File: config.mk
export PLATFORM = sky130hd
export DESIGN_NAME = xcore_queue_array
export DESIGN_NICKNAME = d
export VERILOG_FILES = /design/src/rtl/xq_pkg.sv /design/src/rtl/xq_base_file.sv /design/src/rtl/xq_grant.sv /design/src/rtl/xq_storage.sv /design/src/rtl/xcore_queue_array.sv
export SDC_FILE = /design/constraint.sdc
export NUM_CORES = 2
export LEC_CHECK = 0
export BUFFER_PORTS_ARGS = -buffer_cell sky130_fd_sc_hd__clkbuf_2
export CORE_ASPECT_RATIO = 0.8
export CORE_MARGIN = 2
export CORE_UTILIZATION = 45
export DETAILED_ROUTE_END_ITERATION = 6
export GPL_TIMING_DRIVEN = 0
export PLACE_DENSITY = 0.66
export SYNTH_ARGS = -nofsm -noshare
export SYNTH_HDL_FRONTEND = slang
export SYNTH_HIERARCHICAL = 1
export SYNTH_SLANG_ARGS = --single-unit
File: constraint.sdc
create_clock -name clk -period 4.9 [get_ports clk]
set_input_delay 0.98 -clock clk [delete_from_list [all_inputs] [get_ports clk]]
set_output_delay 0.98 -clock clk [all_outputs]
set_load 0.005 [all_outputs]
File: src/rtl/xq_pkg.sv
package xq_pkg;
    // Which side of a queue an arbiter instance serves
    typedef enum logic {
        KIND_PUSH = 1'b0,
        KIND_POP  = 1'b1
    } xq_kind_e;
endpackage

File: src/rtl/xq_base_file.sv
// Per-core queue-base registers and base-relative physical queue selection
module xq_base_file #(
    parameter int NC = 4,
    parameter int QW = 3
) (
    input  logic             clk,
    input  logic             rst_n,
    input  logic [NC-1:0]    set_en,
    input  logic [NC*QW-1:0] set_val,
    input  logic [NC*QW-1:0] prod_vq,
    input  logic [NC*QW-1:0] cons_vq,
    output logic [NC*QW-1:0] prod_pq,
    output logic [NC*QW-1:0] cons_pq,
    output logic [NC*QW-1:0] base_flat
);
    typedef struct packed {
        logic [NC-1:0][QW-1:0] base;
    } base_st_t;

    base_st_t s_d, s_q;

    always_comb begin
        s_d = s_q;
        for (int c = 0; c < NC; c++) begin
            if (set_en[c]) s_d.base[c] = set_val[c*QW +: QW];
        end
    end

    always_ff @(posedge clk or negedge rst_n) begin
        if (!rst_n) s_q <= '0;
        else        s_q <= s_d;
    end

    // Truncation to QW bits gives the modulo wrap (queue count is 2**QW)
    always_comb begin
        for (int c = 0; c < NC; c++) begin
            prod_pq[c*QW +: QW]   = s_q.base[c] + prod_vq[c*QW +: QW];
            cons_pq[c*QW +: QW]   = s_q.base[c] + cons_vq[c*QW +: QW];
            base_flat[c*QW +: QW] = s_q.base[c];
        end
    end
endmodule

File: src/rtl/xq_grant.sv
// Fixed lowest-index arbitration per physical queue, gated by queue state
module xq_grant #(
    parameter int NC = 4,
    parameter int NQ = 8,
    parameter int QW = 3,
    parameter xq_pkg::xq_kind_e KIND = xq_pkg::KIND_PUSH
) (
    input  logic [NC-1:0]    req_valid,
    input  logic [NC*QW-1:0] req_pq,
    input  logic [NQ-1:0]    q_full,
    input  logic [NQ-1:0]    q_empty,
    output logic [NC-1:0]    grant
);
    logic [NQ-1:0] blocked;

    generate
        if (KIND == xq_pkg::KIND_PUSH) begin : g_push_side
            assign blocked = q_full;
            logic unused_side;
            assign unused_side = ^q_empty;
        end else begin : g_pop_side
            assign blocked = q_empty;
            logic unused_side;
            assign unused_side = ^q_full;
        end
    endgenerate

    always_comb begin
        for (int c = 0; c < NC; c++) begin
            grant[c] = req_valid[c] && !blocked[req_pq[c*QW +: QW]];
            for (int j = 0; j < NC; j++) begin
                if (j < c && req_valid[j] &&
                    req_pq[j*QW +: QW] == req_pq[c*QW +: QW]) begin
                    grant[c] = 1'b0;
                end
            end
        end
    end
endmodule

File: src/rtl/xq_storage.sv
// Queue bank: per-queue ring storage, pointers and occupancy counts
module xq_storage #(
    parameter int NC    = 4,
    parameter int NQ    = 8,
    parameter int DEPTH = 4,
    parameter int DW    = 16,
    parameter int QW    = 3,
    parameter int CW    = 3
) (
    input  logic             clk,
    input  logic             rst_n,
    input  logic [NC-1:0]    push_grant,
    input  logic [NC*QW-1:0] push_pq,
    input  logic [NC*DW-1:0] push_data,
    input  logic [NC-1:0]    pop_grant,
    input  logic [NC*QW-1:0] pop_pq,
    output logic [NQ-1:0]    q_full,
    output logic [NQ-1:0]    q_empty,
    output logic [NQ*DW-1:0] head,
    output logic [NQ*CW-1:0] q_count
);
    localparam int PW = (DEPTH > 1) ? $clog2(DEPTH) : 1;

    typedef struct packed {
        logic [NQ-1:0][DEPTH-1:0][DW-1:0] mem;
        logic [NQ-1:0][PW-1:0]            wp;
        logic [NQ-1:0][PW-1:0]            rp;
        logic [NQ-1:0][CW-1:0]            cnt;
    } bank_st_t;

    bank_st_t s_d, s_q;

    logic [NQ-1:0]         push_hit;
    logic [NQ-1:0]         pop_hit;
    logic [NQ-1:0][DW-1:0] push_word;

    // Route granted requests to their queues (the arbiter allows one of each kind)
    always_comb begin
        push_hit  = '0;
        pop_hit   = '0;
        push_word = '0;
        for (int q = 0; q < NQ; q++) begin
            for (int c = 0; c < NC; c++) begin
                if (push_grant[c] && push_pq[c*QW +: QW] == QW'(q)) begin
                    push_hit[q]  = 1'b1;
                    push_word[q] = push_data[c*DW +: DW];
                end
                if (pop_grant[c] && pop_pq[c*QW +: QW] == QW'(q)) begin
                    pop_hit[q] = 1'b1;
                end
            end
        end
    end

    always_comb begin
        s_d = s_q;
        for (int q = 0; q < NQ; q++) begin
            if (push_hit[q]) begin
                s_d.mem[q][s_q.wp[q]] = push_word[q];
                s_d.wp[q] = (s_q.wp[q] == PW'(DEPTH - 1)) ? '0 : s_q.wp[q] + PW'(1);
            end
            if (pop_hit[q]) begin
                s_d.rp[q] = (s_q.rp[q] == PW'(DEPTH - 1)) ? '0 : s_q.rp[q] + PW'(1);
            end
            s_d.cnt[q] = s_q.cnt[q] + CW'(push_hit[q]) - CW'(pop_hit[q]);
        end
    end

    always_ff @(posedge clk or negedge rst_n) begin
        if (!rst_n) s_q <= '0;
        else        s_q <= s_d;
    end

    always_comb begin
        for (int q = 0; q < NQ; q++) begin
            q_full[q]             = (s_q.cnt[q] == CW'(DEPTH));
            q_empty[q]            = (s_q.cnt[q] == '0);
            head[q*DW +: DW]      = s_q.mem[q][s_q.rp[q]];
            q_count[q*CW +: CW]   = s_q.cnt[q];
        end
    end
endmodule

File: src/rtl/xcore_queue_array.sv
// Top: base-relative multi-queue array shared by NC cores
module xcore_queue_array #(
    parameter int NC    = 4,
    parameter int NQ    = 8,
    parameter int DEPTH = 4,
    parameter int DW    = 16,
    localparam int QW   = $clog2(NQ),
    localparam int CW   = $clog2(DEPTH + 1)
) (
    input  logic             clk,
    input  logic             rst_n,
    input  logic [NC-1:0]    base_set,
    input  logic [NC*QW-1:0] base_val,
    input  logic [NC-1:0]    prod_valid,
    input  logic [NC*QW-1:0] prod_vq,
    input  logic [NC*DW-1:0] prod_data,
    output logic [NC-1:0]    prod_ready,
    input  logic [NC-1:0]    cons_valid,
    input  logic [NC*QW-1:0] cons_vq,
    output logic [NC-1:0]    cons_ready,
    output logic [NC*DW-1:0] cons_data
);
    logic [NC*QW-1:0] push_pq;
    logic [NC*QW-1:0] pop_pq;
    logic [NC*QW-1:0] base_flat;
    logic [NQ-1:0]    q_full;
    logic [NQ-1:0]    q_empty;
    logic [NQ*DW-1:0] head;
    logic [NQ*CW-1:0] q_count;

    xq_base_file #(.NC(NC), .QW(QW)) u_base (
        .clk       (clk),
        .rst_n     (rst_n),
        .set_en    (base_set),
        .set_val   (base_val),
        .prod_vq   (prod_vq),
        .cons_vq   (cons_vq),
        .prod_pq   (push_pq),
        .cons_pq   (pop_pq),
        .base_flat (base_flat)
    );

    xq_grant #(.NC(NC), .NQ(NQ), .QW(QW), .KIND(xq_pkg::KIND_PUSH)) u_push_arb (
        .req_valid (prod_valid),
        .req_pq    (push_pq),
        .q_full    (q_full),
        .q_empty   (q_empty),
        .grant     (prod_ready)
    );

    xq_grant #(.NC(NC), .NQ(NQ), .QW(QW), .KIND(xq_pkg::KIND_POP)) u_pop_arb (
        .req_valid (cons_valid),
        .req_pq    (pop_pq),
        .q_full    (q_full),
        .q_empty   (q_empty),
        .grant     (cons_ready)
    );

    xq_storage #(.NC(NC), .NQ(NQ), .DEPTH(DEPTH), .DW(DW), .QW(QW), .CW(CW)) u_bank (
        .clk        (clk),
        .rst_n      (rst_n),
        .push_grant (prod_ready),
        .push_pq    (push_pq),
        .push_data  (prod_data),
        .pop_grant  (cons_ready),
        .pop_pq     (pop_pq),
        .q_full     (q_full),
        .q_empty    (q_empty),
        .head       (head),
        .q_count    (q_count)
    );

    always_comb begin
        for (int c = 0; c < NC; c++) begin
            cons_data[c*DW +: DW] = cons_ready[c] ? head[pop_pq[c*QW +: QW]*DW +: DW] : '0;
        end
    end
endmodule

* Yosys cells after proc, flatten, opt, wreduce, memory -nomap -nowiden *
Index checks and enable logic that the tools add are counted.

word-level totals
  register bits = 580
  output and inout bits = 72

cells by class
  reductions and logical operators = 116
  shifts and indexed selects = 4
  $lt $le $gt $ge = 32
  add/sub/neg operators = 40
  equal/unequal tests = 92
  multiplexer cells = 184

operators by type and width
  kind                                                  count
  2-to-1 mux 16 bit                                     52
  bitwise mux 64 bit                                    8
  indexed part select 128 x 8 -> 16 bit                 4
  binary-select mux 16 bit (select 2 bit)               8
  demux 16 bit (select 2 bit)                           8
  equality test 3 bit (second input constant)           40
  logical AND 1 bit                                     92
  2-to-1 mux 1 bit                                      84
  equality test 3 x 2 -> 1 bit (second input constant)  16
  zero test 3 bit                                       16
  < comparator 2 x 3 -> 1 bit (second input constant)   16
  equality test 3 bit                                   12
  adder 2 x 1 -> 2 bit (second input constant)          16
  equality test 2 bit (second input constant)           16
  < comparator 3 x 4 -> 1 bit (second input constant)   8
  2-to-1 mux 2 bit                                      16
  adder 3 x 1 -> 3 bit                                  8
  adder 3 bit                                           8
  binary-select mux 1 bit (select 3 bit)                8
  equality test 3 x 1 -> 1 bit (second input constant)  8
  subtractor 3 x 1 -> 3 bit                             8
  >= comparator 2 x 1 -> 1 bit (second input constant)  8
  zero test 1 bit                                       8

* Logic depth before layout (Yosys ltp) *
  depth in word-level cells = 12
  mapped depth = 21
  depth with buffers taken out = 18

* Modules after synthesis *
The synthesis kept the hierarchy.

modules (own cells, without submodules)
  module             instances  seq. area each (µm²)  cells an instance  area each (µm²)
  xq_storage         1          14213.6               2652               30981.0
  xcore_queue_array  1          0.0                   427                4495.6
  xq_grant           2          0.0                   53                 578.1
  xq_base_file       1          300.3                 63                 937.1

* Worst setup path before layout *
OpenSTA, ideal clock, no wires.

  kind = input-to-reg
  from = input port prod_vq[3]
  to = register u_bank.s_q, in the netlist u_bank/q_count[2]
  arrival time = 4.836 ns
  slack = -0.058 ns
  setup time = 0.123 ns
  path buffers = 4
  required time = 4.777 ns
  stages = 16
  cells stage by stage = ha_1 fa_1 clkbuf_1 mux4_2 mux2i_1 and3_1 buf_4 nor4b_4 buf_6 buf_12 nor3_1 ha_1 inv_1 ha_1 fa_1 xnor2_1

RTL lines
  item                  RTL line                 text
  from (decl)           xcore_queue_array.sv:15  input logic [NC*QW-1:0] prod_vq,
  to (signal assigned)  xq_storage.sv:70         if (!rst_n) s_q <= '0;
  to (signal assigned)  xq_storage.sv:71         else s_q <= s_d;
  to (decl)             xq_storage.sv:31         bank_st_t s_d, s_q;

* Final worst setup path *
  from = register u_base.s_q, in the netlist u_base/base_flat[0]
  to = output port cons_data[15]

on the way
  longest elaborated chain between the ends = 6
  elaborated cells between the ends (all ways) = 7

RTL lines
  item                                                                                           RTL line                 text
  from (decl)                                                                                    xq_base_file.sv:20       base_st_t s_d, s_q;
  from (signal assigned)                                                                         xq_base_file.sv:30       if (!rst_n) s_q <= '0;
  from (signal assigned)                                                                         xq_base_file.sv:31       else s_q <= s_d;
  adder 3 bit *                                                                                  xq_base_file.sv:38       cons_pq[c*QW +: QW] = s_q.base[c] + cons_vq[c*QW +: QW];
  via pop_pq[1]                                                                                  xcore_queue_array.sv:24  logic [NC*QW-1:0] pop_pq;
  parallel branches: the longest is 4 deep, another holds indexed part select 128 x 8 -> 16 bit  --
  2-to-1 mux 16 bit *                                                                            xcore_queue_array.sv:75  cons_data[c*DW +: DW] = cons_ready[c] ? head[pop_pq[c*QW +: QW]*DW +: DW] : '0;
  to (decl)                                                                                      xcore_queue_array.sv:21  output logic [NC*DW-1:0] cons_data

Mark *: on every way through the listed nets, which the timed path passes. The select of a mux whose other input is x is not followed.

==> impl_table.tex <==
\begin{tabular}{lr}
\hline
Metric & Value \\
\hline
\multicolumn{2}{l}{\textbf{Final layout}} \\
Growth of design area from synthesis to finish & 12.7\% \\
Fraction of final layout cells sized beyond drive strength 1 & 31.8\% \\
Fin nets & approximately 3600 \\
\multicolumn{2}{l}{\textbf{Pwr}} \\
Combinational power share & a little over half \\
Power per cell area & between 600 and 700 nW/um\^{}2 \\
Clock power share & 17.4\% \\
Standby leakage power & $\sim$0.018 uW \\
Power share of the sequential group & 28.8\% \\
Worst IR drop on VDD & between 0.4 and 0.5 mV \\
Switching fraction of total power & a little over two fifths \\
Internal power & between 15000 and 20000 uW \\
Net load switching power & around 12000 uW \\
\multicolumn{2}{l}{\textbf{Critical path}} \\
CP Class & reg2out \\
Largest stage delay on the critical path & 0.65 ns \\
Largest driver fanout on the critical path & 10 \\
Register-to-register setup slack & $\sim$0.070 ns \\
Slowest cell on the critical path & fa\_2 \\
Most common cell on crit path & clkbuf\_2 \\
Capturing element type of the critical path & output pin \\
Worst setup SP type & flip-flop \\
Worst reg2reg startpoint & u\_base/base\_flat[9]\$\_DFFE\_PN0P\_ \\
Critical Path AT & around 4.0 ns \\
Crit path required time & about 4 ns \\
Beginning of the critical path & u\_base/base\_flat[0]\$\_DFFE\_PN0P\_ \\
Cells along the critical path & ha\_1 > fa\_2 > clkbuf\_2 > mux4\_2 > mux2i\_1 > and2\_4 > o21ai\_0 > a221oi\_1 > clkbuf\_2 \\
\multicolumn{2}{l}{\textbf{STA}} \\
Slew at the pin closest to its max-slew limit & 1.34 ns \\
Clock tree skew after final layout & around 0.033 ns \\
Final Hold Vio Count & 0 \\
Setup TNS & -0.0359 ns \\
\# setup viols final & 1 \\
Post-layout worst setup margin & -0.0359 ns \\
Top achievable clock speed & 0.203 GHz \\
Relative slew margins & between 10\% and 20\% \\
Final count of pins violating max slew & 0 \\
Post-layout min period & a little under 5 ns \\
Period Utilization, post-route & 101\% \\
\multicolumn{2}{l}{\textbf{Detailed routing}} \\
Routed WL per cell & roughly 32 um \\
Total Routed Length & between 100 and 150 mm \\
Post-DR vias/cell & between 6 and 7 \\
Number of DRC violations after detailed-routing iteration 0 & around 5200 \\
First-pass iteration count of the detailed router & 7 \\
Vias post-DR & a little over 30000 \\
Count of nets left with antenna violations after detail routing & 0 \\
DRC violation count after routing & 0 \\
\multicolumn{2}{l}{\textbf{Clocking}} \\
Maximum count of clock buffers along a single path & 3 \\
Clock insertion delay at the later pin of the skew report & 0.66 ns \\
Cts bufs inserted & 60 \\
Clock slew seen by the registers of the worst setup and hold paths & 0.06 ns \\
Number of sinks driven by the clock tree & a little under 600 \\
Count of hold buffers inserted by post-cts repair & 0 \\
Clock root buffer & clkbuf\_16 \\
CTS tree & yes \\
H-tree depth & 2 \\
\multicolumn{2}{l}{\textbf{Flow run}} \\
Max Cap Viol & 0 \\
\multicolumn{2}{l}{\textbf{Status}} \\
Failing checks & setup timing \\
Status & finished with violations \\
\multicolumn{2}{l}{\textbf{Synthesis}} \\
Ys Warns & 6 \\
Per-instance average area after synthesis & around 12 sq um \\
Cell Area, Synth & approximately 37000 sq um \\
Syn Nets & between 3000 and 4000 \\
Synthesized instance count & around 3200 \\
\multicolumn{2}{l}{\textbf{Placed design}} \\
Count of input and output buffers & around 130 \\
RD Place Congestion & $\sim$1.0 \\
Placement Setup Slack & -1.24 ns \\
Final HPWL DP & about 110 mm \\
\multicolumn{2}{l}{\textbf{Floorplanning}} \\
Top-Level Pins & approximately 190 \\
Standard cell core area & 82200 sq um \\
Rows & 94 \\
Width of the die & 326 um \\
Y dimension of the die & approximately 260 um \\
Starting density of the core & $\sim$45\% \\
Area enclosed by the die boundary & roughly 85000 sq um \\
\multicolumn{2}{l}{\textbf{Global route}} \\
Vias in the first global route & a little under 30000 \\
First-pass GRT wire length & about 210 mm \\
Remaining global-route overflow & 0 \\
Largest net degree at the start of global routing & 109 \\
GRT Total Usage & 33.5\% \\
Antenna violations before repair & 9 \\
\multicolumn{2}{l}{\textbf{Min path}} \\
Class of the tightest hold or removal check & in2async \\
\hline
\end{tabular}
## metrics by stage
step / instance area, sq um / total power, uW / hold WS (ns) / instances / util [%]
finish: 42200 / 27600 / 0.419 / 4591 / 51.3
global route: 42200 / 28700 / 0.469 / 4591 / 51.3
CTS: 42000 / 27100 / 0.426 / 4584 / 51.1
detailed placement: 39600 / 22000 / 0.461 / 4468 / 48.2
global placement: 39400 / 21700 / 0.456 / 4462 / 48.0
floorplan: 37400 / 17100 / 0.443 / 3224 / -
## path summary, 6_finish.rpt
kind,to,cells past startpoint
min,u_bank/s_q[452]$_DFFE_PN0P_,1
max,cons_data[15],9
max in group asynchronous,u_bank/s_q[255]$_DFFE_PN0P_,3
min in group clk,u_bank/s_q[161]$_DFFE_PN0P_,2
max reg2reg,u_bank/s_q[100]$_DFFE_PN0P_,15
min reg2reg,u_bank/s_q[161]$_DFFE_PN0P_,2
## final cells by class
cell class	count	area (sq um)
fill	7309	40100
multi-input combinational	2180	20800
sequential	580	14500
buffer	341	2050
clock buffer	87	1760
tap	1104	1380
timing repair buffer	152	915
inverter	119	450
clock inverter	25	315
antenna	3	7.51
## power by group through the flow
| stage | Combinational (uW) | Clock [uW] | Sequential (uW) |
|---|---|---|---|
| global route | 15500 | 5060 | 8160 |
| finish | 14900 | 4800 | 7940 |
| global placement | 13800 | 0 | 7910 |
| floorplan | 9440 | 0 | 7630 |
| detailed placement | 14100 | 0 | 7970 |
| CTS | 14300 | 4870 | 7900 |
## state kept, by name, indices dropped and copies added, names as in the netlist
name / cells
u_bank/s_q: 544
u_bank/q_count: 24
u_base/base_flat: 12
## layer usage
metal | global-route usage [%] | wire [um]
met5 | 0 | 14
met4 | 16.7 | 8890
met3 | 11.4 | 20300
met2 | 47.4 | 59500
met1 | 46.0 | 56500
## critical path, delay by kind of cell (launching register included)
family / cells / cell delay, ns
compound gates: 2 / 0.77
simple gates: 1 / 0.29
fa+ha+maj: 2 / 0.86
flops: 1 / 0.41
buf+inv: 2 / 0.48
mux: 2 / 0.47
## layout by cell type (no fill, tap or decap), types with 18 or more instances in the layout
master       n
clkbuf_1   123
a22oi_1     45
mux2i_1     88
mux4_2     179
a41oi_1     18
nor2_1     311
nor3_1      48
a21oi_1     57
mux2_2     348
buf_4       48
buf_6       32
mux2_1      42
o31ai_1     44
a211oi_2    22
a211oi_1    70
clkbuf_8    22
mux4_1      28
clkbuf_2   157
o21ai_0     50
or3_1       44
ha_1        63
a31oi_1    185
xnor2_1     48
nand2_1     79
a221oi_2    36
dfrtp_1    580
clkbuf_16   61
nand4_1     40
a221oi_1    50
buf_1       24
buf_2       97
inv_1      115
nand3_1     50
## repair_timing
| action | 4_1_cts | 5_1_grt |
|---|---|---|
| resized for setup | 77 | 34 |
| pin swaps | 4 | 9 |
| endpoints found under the setup margin | 179 | 118 |
| setup buffers | 5 | 7 |
Power figures use the tool's default switching activity.
